===== src/rtl/pin_dac_pkg.sv =====
package pin_dac_pkg;

    localparam int LVL_W   = 8;
    localparam int RANGE_W = 2;
    localparam int TAG_W   = 3;
    localparam int CTRL_W  = 2;
    localparam int SMODE_W = 5;
    localparam int SEL_W   = 4;
    localparam int CFG_W   = LVL_W + RANGE_W + TAG_W + CTRL_W + SMODE_W;

    localparam logic [TAG_W-1:0]   DAC_TAG       = 3'b101;
    localparam logic [SMODE_W-1:0] SMODE_LAST_ENG = 5'd3;

    typedef struct packed {
        logic [SMODE_W-1:0] smode;
        logic [CTRL_W-1:0]  ctrl;
        logic [TAG_W-1:0]   tag;
        logic [RANGE_W-1:0] range;
        logic [LVL_W-1:0]   level;
    } pin_cfg_t;

    typedef enum logic [2:0] {
        SRC_OFF,
        SRC_STATIC,
        SRC_PROC,
        SRC_ENGINE,
        SRC_BIT
    } dac_src_e;

    typedef struct packed {
        dac_src_e src;
        logic     dac_on;
        logic     force_en;
    } src_sel_t;

    function automatic src_sel_t decode_cfg(pin_cfg_t c);
        src_sel_t r;
        r.dac_on   = (c.tag == DAC_TAG);
        r.force_en = 1'b0;
        r.src      = SRC_OFF;
        if (r.dac_on) begin
            if (c.smode == '0) begin
                if (c.ctrl[1])       r.src = SRC_BIT;
                else if (c.ctrl[0])  r.src = SRC_PROC;
                else                 r.src = SRC_STATIC;
            end else begin
                r.force_en = c.ctrl[0];
                r.src      = (c.smode <= SMODE_LAST_ENG) ? SRC_ENGINE : SRC_BIT;
            end
        end
        return r;
    endfunction

endpackage


===== src/rtl/pin_dac_cfg_reg.sv =====
module pin_dac_cfg_reg
    import pin_dac_pkg::*;
(
    input  logic             clk,
    input  logic             rst,
    input  logic             we,
    input  logic [CFG_W-1:0] wdata,
    output pin_cfg_t         cfg
);
    always_ff @(posedge clk) begin
        if (rst)     cfg <= '0;
        else if (we) cfg <= pin_cfg_t'(wdata);
    end
endmodule


===== src/rtl/pin_dac_mode_dec.sv =====
module pin_dac_mode_dec
    import pin_dac_pkg::*;
(
    input  pin_cfg_t cfg,
    output src_sel_t sel
);
    always_comb sel = decode_cfg(cfg);
endmodule


===== src/rtl/pin_dac_lane_pick.sv =====
module pin_dac_lane_pick
    import pin_dac_pkg::*;
#(
    parameter int NUM_PROCS = 4,
    parameter int LANES     = 4,
    parameter int PIN_LANE  = 0,
    localparam int GROUP_W  = LANES * LVL_W,
    localparam int BUS_W    = NUM_PROCS * GROUP_W
)(
    input  logic [BUS_W-1:0] bus,
    input  logic [SEL_W-1:0] proc_sel,
    output logic [LVL_W-1:0] lane
);
    logic [LVL_W-1:0] picked [NUM_PROCS];

    for (genvar p = 0; p < NUM_PROCS; p++) begin : g_proc
        assign picked[p] = bus[p*GROUP_W + PIN_LANE*LVL_W +: LVL_W];
    end

    always_comb begin
        lane = '0;
        for (int p = 0; p < NUM_PROCS; p++) begin
            if (proc_sel == SEL_W'(p)) lane = picked[p];
        end
    end
endmodule


===== src/rtl/pin_dac_source_sel.sv =====
module pin_dac_source_sel
    import pin_dac_pkg::*;
#(
    parameter int NUM_PROCS = 4,
    parameter int LANES     = 4,
    parameter int PIN_LANE  = 0,
    localparam int BUS_W    = NUM_PROCS * LANES * LVL_W
)(
    input  logic               clk,
    input  logic               rst,
    input  logic               cfg_we,
    input  logic [CFG_W-1:0]   cfg_wdata,
    input  logic               dir_in,
    input  logic               out_in,
    input  logic [BUS_W-1:0]   proc_dac,
    input  logic [LVL_W-1:0]   smart_level,
    output logic [LVL_W-1:0]   dac_level,
    output logic               dac_enable,
    output logic [RANGE_W-1:0] dac_range
);
    pin_cfg_t         cfg_q;
    src_sel_t         sel;
    logic [LVL_W-1:0] bus_lane;
    logic [LVL_W-1:0] level_d;
    logic             enable_d;
    logic [RANGE_W-1:0] range_d;

    pin_dac_cfg_reg u_cfg (
        .clk   (clk),
        .rst   (rst),
        .we    (cfg_we),
        .wdata (cfg_wdata),
        .cfg   (cfg_q)
    );

    pin_dac_mode_dec u_dec (
        .cfg (cfg_q),
        .sel (sel)
    );

    pin_dac_lane_pick #(
        .NUM_PROCS (NUM_PROCS),
        .LANES     (LANES),
        .PIN_LANE  (PIN_LANE)
    ) u_pick (
        .bus      (proc_dac),
        .proc_sel (cfg_q.level[SEL_W-1:0]),
        .lane     (bus_lane)
    );

    always_comb begin
        unique case (sel.src)
            SRC_STATIC: level_d = cfg_q.level;
            SRC_PROC:   level_d = bus_lane;
            SRC_ENGINE: level_d = smart_level;
            SRC_BIT:    level_d = out_in ? cfg_q.level : '0;
            default:    level_d = '0;
        endcase
        enable_d = sel.dac_on & (dir_in | sel.force_en);
        range_d  = sel.dac_on ? cfg_q.range : '0;
    end

    always_ff @(posedge clk) begin
        if (rst) begin
            dac_level  <= '0;
            dac_enable <= 1'b0;
            dac_range  <= '0;
        end else begin
            dac_level  <= level_d;
            dac_enable <= enable_d;
            dac_range  <= range_d;
        end
    end
endmodule


===== config.mk =====
export PLATFORM = sky130hd
export DESIGN_NAME = pin_dac_source_sel
export DESIGN_NICKNAME = d
export VERILOG_FILES = /design/src/rtl/pin_dac_pkg.sv /design/src/rtl/pin_dac_cfg_reg.sv /design/src/rtl/pin_dac_mode_dec.sv /design/src/rtl/pin_dac_lane_pick.sv /design/src/rtl/pin_dac_source_sel.sv
export SDC_FILE = /design/constraint.sdc
export NUM_CORES = 1
export LEC_CHECK = 0
export CORE_ASPECT_RATIO = 1.1
export CORE_MARGIN = 5
export CORE_UTILIZATION = 28
export CTS_CLUSTER_SIZE = 28
export DETAILED_ROUTE_END_ITERATION = 7
export PLACE_DENSITY = 0.82
export SLEW_MARGIN = 20
export SYNTH_ARGS = -nofsm -noshare
export SYNTH_HDL_FRONTEND = slang
export SYNTH_SLANG_ARGS = --single-unit

===== constraint.sdc =====
create_clock -name clk -period 1.6 [get_ports clk]
set_input_delay 0.48 -clock clk [delete_from_list [all_inputs] [get_ports clk]]
set_output_delay 0.48 -clock clk [all_outputs]
set_load 0.02 [all_outputs]

### After elaboration in Yosys (flattened, before gate mapping)

Cells that the tools add are included.

* bits in registers: 31
* logic and storage cells: 36

* $lt $le $gt $ge: 1
* equal/unequal tests: 8
* multiplexer cells: 13
* bitwise logic cells: 3
* reductions and logical operators: 3

Operator list (count)
* 8-bit two-way mux: 5
* 8-bit one-hot mux with 4 select lines: 1
* 3-bit two-way mux: 4
* 4-bit by 2-bit equality test with 1-bit output (second input constant): 2
* 3-bit by 2-bit equality test with 1-bit output (second input constant): 2
* 3-bit equality test (second input constant): 2
* 5-bit by 2-bit <= comparator with 1-bit output (second input constant): 1
* 5-bit logical NOT: 1
* 4-bit by 1-bit equality test with 1-bit output (second input constant): 1
* 4-bit logical NOT: 1
* 3-bit by 1-bit equality test with 1-bit output (second input constant): 1
* 1-bit two-way mux: 2
* 2-bit two-way mux: 1
* 2-bit OR reduction: 1
* 1-bit bitwise AND: 1
* 1-bit NOT: 1
* 1-bit OR: 1

### Longest topological paths before layout

* word-level depth: 6
* gate-level depth with buffers: 5
* mapped depth without buffers: 4

### Hierarchy

From an unflattened synthesis, not the netlist that was laid out.

* cells, all modules: 164
* area, all modules: 1609.0 µm²

By module, submodules not included
* pin_dac_cfg_reg: instances 1, cells each 64, area each 705.7 µm², seq. area each 400.4 µm²
* pin_dac_source_sel: instances 1, cells each 59, area each 569.3 µm², seq. area each 220.2 µm²
* pin_dac_lane_pick: instances 1, cells each 30, area each 250.2 µm², seq. area each 0.0 µm²
* pin_dac_mode_dec: instances 1, cells each 11, area each 83.8 µm², seq. area each 0.0 µm²

### Least setup slack after synthesis

Ideal clock, no wire load.

* path type: register -> register
* from: register u_cfg.cfg[15] (netlist name)
* to: register dac_level[3]
* library setup time: 0.088 ns
* data arrival time: 1.337 ns
* path slack: 0.175 ns
* stages on the path, launching flop included: 5
* buffers on the path: 0
* clock period less this slack: 1.425 ns
* path through: dfxtp_1 or3b_4 a211oi_4 o21ai_2 a311oi_2

* word-level cells in the longest chain between the ends: 6
* elaborated cells on any way between the ends: 10
* those cells by class: order compare: 1; eq/ne: 4; mux: 4; reduce/logical: 1

RTL lines
* 5-bit by 2-bit <= comparator with 1-bit output: line pin_dac_pkg.sv:48 `r.src = (c.smode <= SMODE_LAST_ENG) ? SRC_ENGINE : SRC_BIT;`
* 3-bit two-way mux: line pin_dac_pkg.sv:48
* 3-bit two-way mux (*): line pin_dac_pkg.sv:42 `if (c.smode == '0) begin`
* 3-bit two-way mux (*): line pin_dac_pkg.sv:41 `if (r.dac_on) begin`
* 3-bit equality test (tied with other cells): line pin_dac_source_sel.sv:52 `unique case (sel.src)`
* 8-bit one-hot mux with 4 select lines (*): line pin_dac_source_sel.sv:52
* to (signal assigned): line pin_dac_source_sel.sv:69 `dac_level <= level_d;`
* to (decl): line pin_dac_source_sel.sv:17 `output logic [LVL_W-1:0] dac_level,`

Mark *: on every way between the ends. The rest lies on a longest branch, timed or not.
A chain may end at the register's enable or synchronous reset.

### Worst setup path in the final report

* from: register u_cfg.cfg[19] (netlist name)
* to: register dac_level[1]

* word-level cells in the longest chain between the ends: 6
* elaborated cells on any way between the ends: 10
* those cells by class: order compare: 1; eq/ne: 4; mux: 4; reduce/logical: 1

RTL lines (line)
* 5-bit by 2-bit <= comparator with 1-bit output: pin_dac_pkg.sv:48
* 3-bit two-way mux: pin_dac_pkg.sv:48
* 3-bit two-way mux (*): pin_dac_pkg.sv:42
* 3-bit two-way mux (*): pin_dac_pkg.sv:41
* 3-bit equality test (tied with other cells): pin_dac_source_sel.sv:52
* 8-bit one-hot mux with 4 select lines (*): pin_dac_source_sel.sv:52

Marks and branches as above.

==> results by group <==
Setup path
  – Register-to-register setup slack: 0.09 ns
  – Worst Path Max Fanout: 6
  – Req. time, crit path: 1.80 ns
  – Buf+Inv Stages, Crit Path: 1
  – Slowest cell on crit path: or3_4
  – Critical path class: reg -> reg
  – Critical path data arrival time: 1.72 ns
  – Slowest stage delay, CP: 0.43 ns
  – Reg-to-reg startpoint: u_cfg.cfg[19]
  – Reg2Reg Depth: 5
  – Crit path launch type: flop
  – Reg-to-reg endpoint: dac_level[1]
  – Crit end category: flop
  – CP top delay family: simple AND/OR/NAND/NOR gates
  – Worst path cell trace: or3_4 > nor4_4 > buf_4 > o21ai_2 > o221ai_1

Floorplan
  – Die ar.: 7081 sq um
  – Width of the die: 80.69 um
  – # rows: 28
  – Effective utilization at floorplan: 28.71%
  – Core footprint: 5360 sq um
  – Vert. Die Dim: 87.76 um
  – Boundary Pins: 172

GRT
  – Largest net degree at the start of global routing: 21
  – Grt ovf: 0
  – GRT Overall Usage: 12.89%
  – Initial antenna violation count: 0
  – Number of global-route vias before repair: 1450
  – First-pass GRT wire length: 6941 um

STA
  – RSZ-0062 raised after global routing: true
  – Fmax: 660.1 MHz
  – Fin crit period: 1.515 ns
  – Clock Skew: 0.006533 ns
  – Slew margin rel.: 80.54%
  – Slew Limit Fails: 0
  – Least-Margin Pin Slew: 0.2912 ns
  – Setup TNS: 0 ns
  – Final Hold Viols: 0
  – Final setup violation count: 0
  – Tcrit/Tclk final: 94.68%
  – Worst setup slack after layout: 0.08517 ns

Yosys
  – Post-synthesis cell type count: 30
  – Post-Synthesis Cell Area: 1539 sq um
  – Synth warn: 0
  – Yosys reg bits: 31
  – Seq/Total Area, Yosys: 40.33%
  – Synth Net Count: 311
  – Cells after Synth: 150
  – Post-Syn Area per Cell: 10.26 sq um

Placed design
  – Pre-CTS setup slack: -0.1953 ns
  – GPL Wtd Cong: 0.7083
  – PortBufs: 75
  – Detailed placer's ending HPWL: 3557 um

Power
  – Overall power: 1.787 mW
  – Worst VDD drop: 0.3506 mV
  – Pwr dens: 701.6 nW/um^2
  – Static leakage: 1.054 nW

Routing
  – DRC: 0
  – DR vias/cell: 4.537
  – Wire per inst: 13.83 um
  – Initial DRC Count: 58
  – Met2 wire len: 2034 um
  – DR WL met3: 358 um
  – Wl on met1: 1895 um
  – Routed Antenna Nets: 0
  – Via Count: 1429
  – Drt first pass iters: 4
  – WL final: 4355 um
  – Top sig layer: met4

Min path
  – Hold Path Cell Cnt: 1
  – Hold endpoint: dac_range[0]
  – Min-delay worst type: reg -> reg
  – Hold_sp: u_cfg.cfg[8]

Run
  – Max_cap viols: 0

Finish
  – Util after Layout: 47.53%
  – Area Overhead vs Synth: 65.53%
  – Layout cell share with drive strength beyond 1: 21.67%
  – # diodes: 0
  – Final nets: 400

Clock tree
  – Clock Pin Slew Worst Setup and Hold Paths: 0.07 ns
  – Total clock sinks: 31
  – Inserted Clock Buffers: 5
  – Hold buffers post-CTS: 0
  – H-tree depth: 2
  – Clk buf depth: 2
  – TritonCTS clock tree: done
  – Clock Latency Late Sink: 0.29 ns
  – Root Buffer: clkbuf_8

Run status
  – Status: complete, no violations
==> area by class of cell <==
type,instances,area (sq um)
clock buffers,5,68.82
clock inverters,3,15.01
fillers,515,2813
inverters,4,15.01
multi-input cells,107,865.8
flip-flops and latches,31,623.1
well taps,75,93.84
repair buffers,90,865.8
==> worst register-to-register path, stage by stage, from the launching register on <==
cell	delay, ns
dfxtp_2	0.33
or3_4	0.43
nor4_4	0.21
buf_4	0.19
o21ai_2	0.08
o221ai_1	0.19
==> power by group <==
group | switching (mW) | internal, mW
Combinational | 0.121 | 0.242
Sequential | 0.0258 | 0.803
Clock | 0.298 | 0.297
==> kinds of logic (layout without fill, tap and decap cells) <==
kind of cell           Yosys count  after routing  synth area share (%)
AO/OA/AOI/OAI                   25             25                 13.25
buffers and inverters           12            102                 3.821
flip-flops                      31             31                 40.33
multiplexers                    36             36                 24.55
AND/OR/NAND/NOR                 46             46                 18.05
==> Yosys cell counts <==
cell type / instances / share of area [%]
dfxtp_1: 31 / 40
mux2i_1: 22 / 14
nor2_1: 22 / 5.4
mux2_2: 14 / 10
o211ai_1: 8 / 3.9
o22ai_1: 8 / 3.3
nand2_1: 7 / 1.7
buf_2: 5 / 1.6
inv_1: 4 / 0.98
o221ai_1: 3 / 1.7
and2_1: 2 / 0.81
clkbuf_1: 2 / 0.49
nor2_2: 2 / 0.81
nor4_4: 2 / 2.8
o21ai_2: 2 / 1.1
or3_1: 2 / 0.81
a211oi_4: 1 / 1.3
a21boi_0: 1 / 0.49
a311oi_2: 1 / 0.98
buf_6: 1 / 0.73
nand3_1: 1 / 0.32
nand3b_1: 1 / 0.49
nand3b_4: 1 / 1.3
nand4_1: 1 / 0.41
nor3_2: 1 / 0.65
nor4b_1: 1 / 0.57
o21a_1: 1 / 0.49
or3_4: 1 / 0.73
or3b_1: 1 / 0.57
or3b_4: 1 / 0.73
==> state kept, by name (all words and copies together) (netlist names) <==
| signal | count |
|---|---|
| dac_range | 2 |
| u_cfg.cfg | 20 |
| dac_enable | 1 |
| dac_level | 8 |
==> placed cells by master (no fill, tap or decap), types with 2 or more instances in the layout <==
| cell type | Yosys | layout |
|---|---|---|
| o22ai_1 | 8 | 8 |
| o21ai_2 | 2 | 2 |
| dfxtp_2 | 0 | 2 |
| or3_1 | 2 | 2 |
| o211ai_1 | 8 | 8 |
| nor4_4 | 2 | 2 |
| clkdlybuf4s50_1 | 0 | 64 |
| buf_4 | 0 | 13 |
| dfxtp_1 | 31 | 29 |
| and2_1 | 2 | 2 |
| mux2_2 | 14 | 14 |
| clkinv_2 | 0 | 3 |
| nand2_1 | 7 | 7 |
| nor2_2 | 2 | 2 |
| nor2_1 | 22 | 22 |
| o221ai_1 | 3 | 3 |
| mux2i_1 | 22 | 22 |
| inv_1 | 4 | 4 |
| dlygate4sd2_1 | 0 | 11 |
| clkbuf_8 | 0 | 5 |
==> worst max path at each step <==
stage,end,cells after the start,startpoint
finish,dac_level[1],5,u_cfg.cfg[19]
detailed placement,dac_level[1],5,rst
CTS,dac_level[1],5,u_cfg.cfg[15]
global placement,dac_level[4],5,rst
floorplan,dac_level[3],4,u_cfg.cfg[15]
global route,dac_level[1],5,u_cfg.cfg[17]
==> per-stage QoR <==
step	hold slack, ns	cells	area, sq um
floorplan	0.4291	150	1539
global placement	0.4371	307	2465
detailed placement	0.4414	307	2465
CTS	0.4568	315	2535
global route	0.4823	315	2547
finish	0.4555	315	2547
==> per-layer routing <==
metal  GRT usage [%]  vias to the layer above
met3           4.321                        6
met1           14.74                      651
li1                -                      719
met4           5.069                        0
met2           22.14                       53
met5               0                        -
==> repair_timing <==
item | 4_1_cts | 5_1_grt
gates resized for setup | 11 | 4
pin swaps | 0 | 0
setup endpoints to repair | 11 | 4
setup buffers | 0 | 0
hold endpoints to repair | 0 | 0
(Power assumes the default switching activity.)
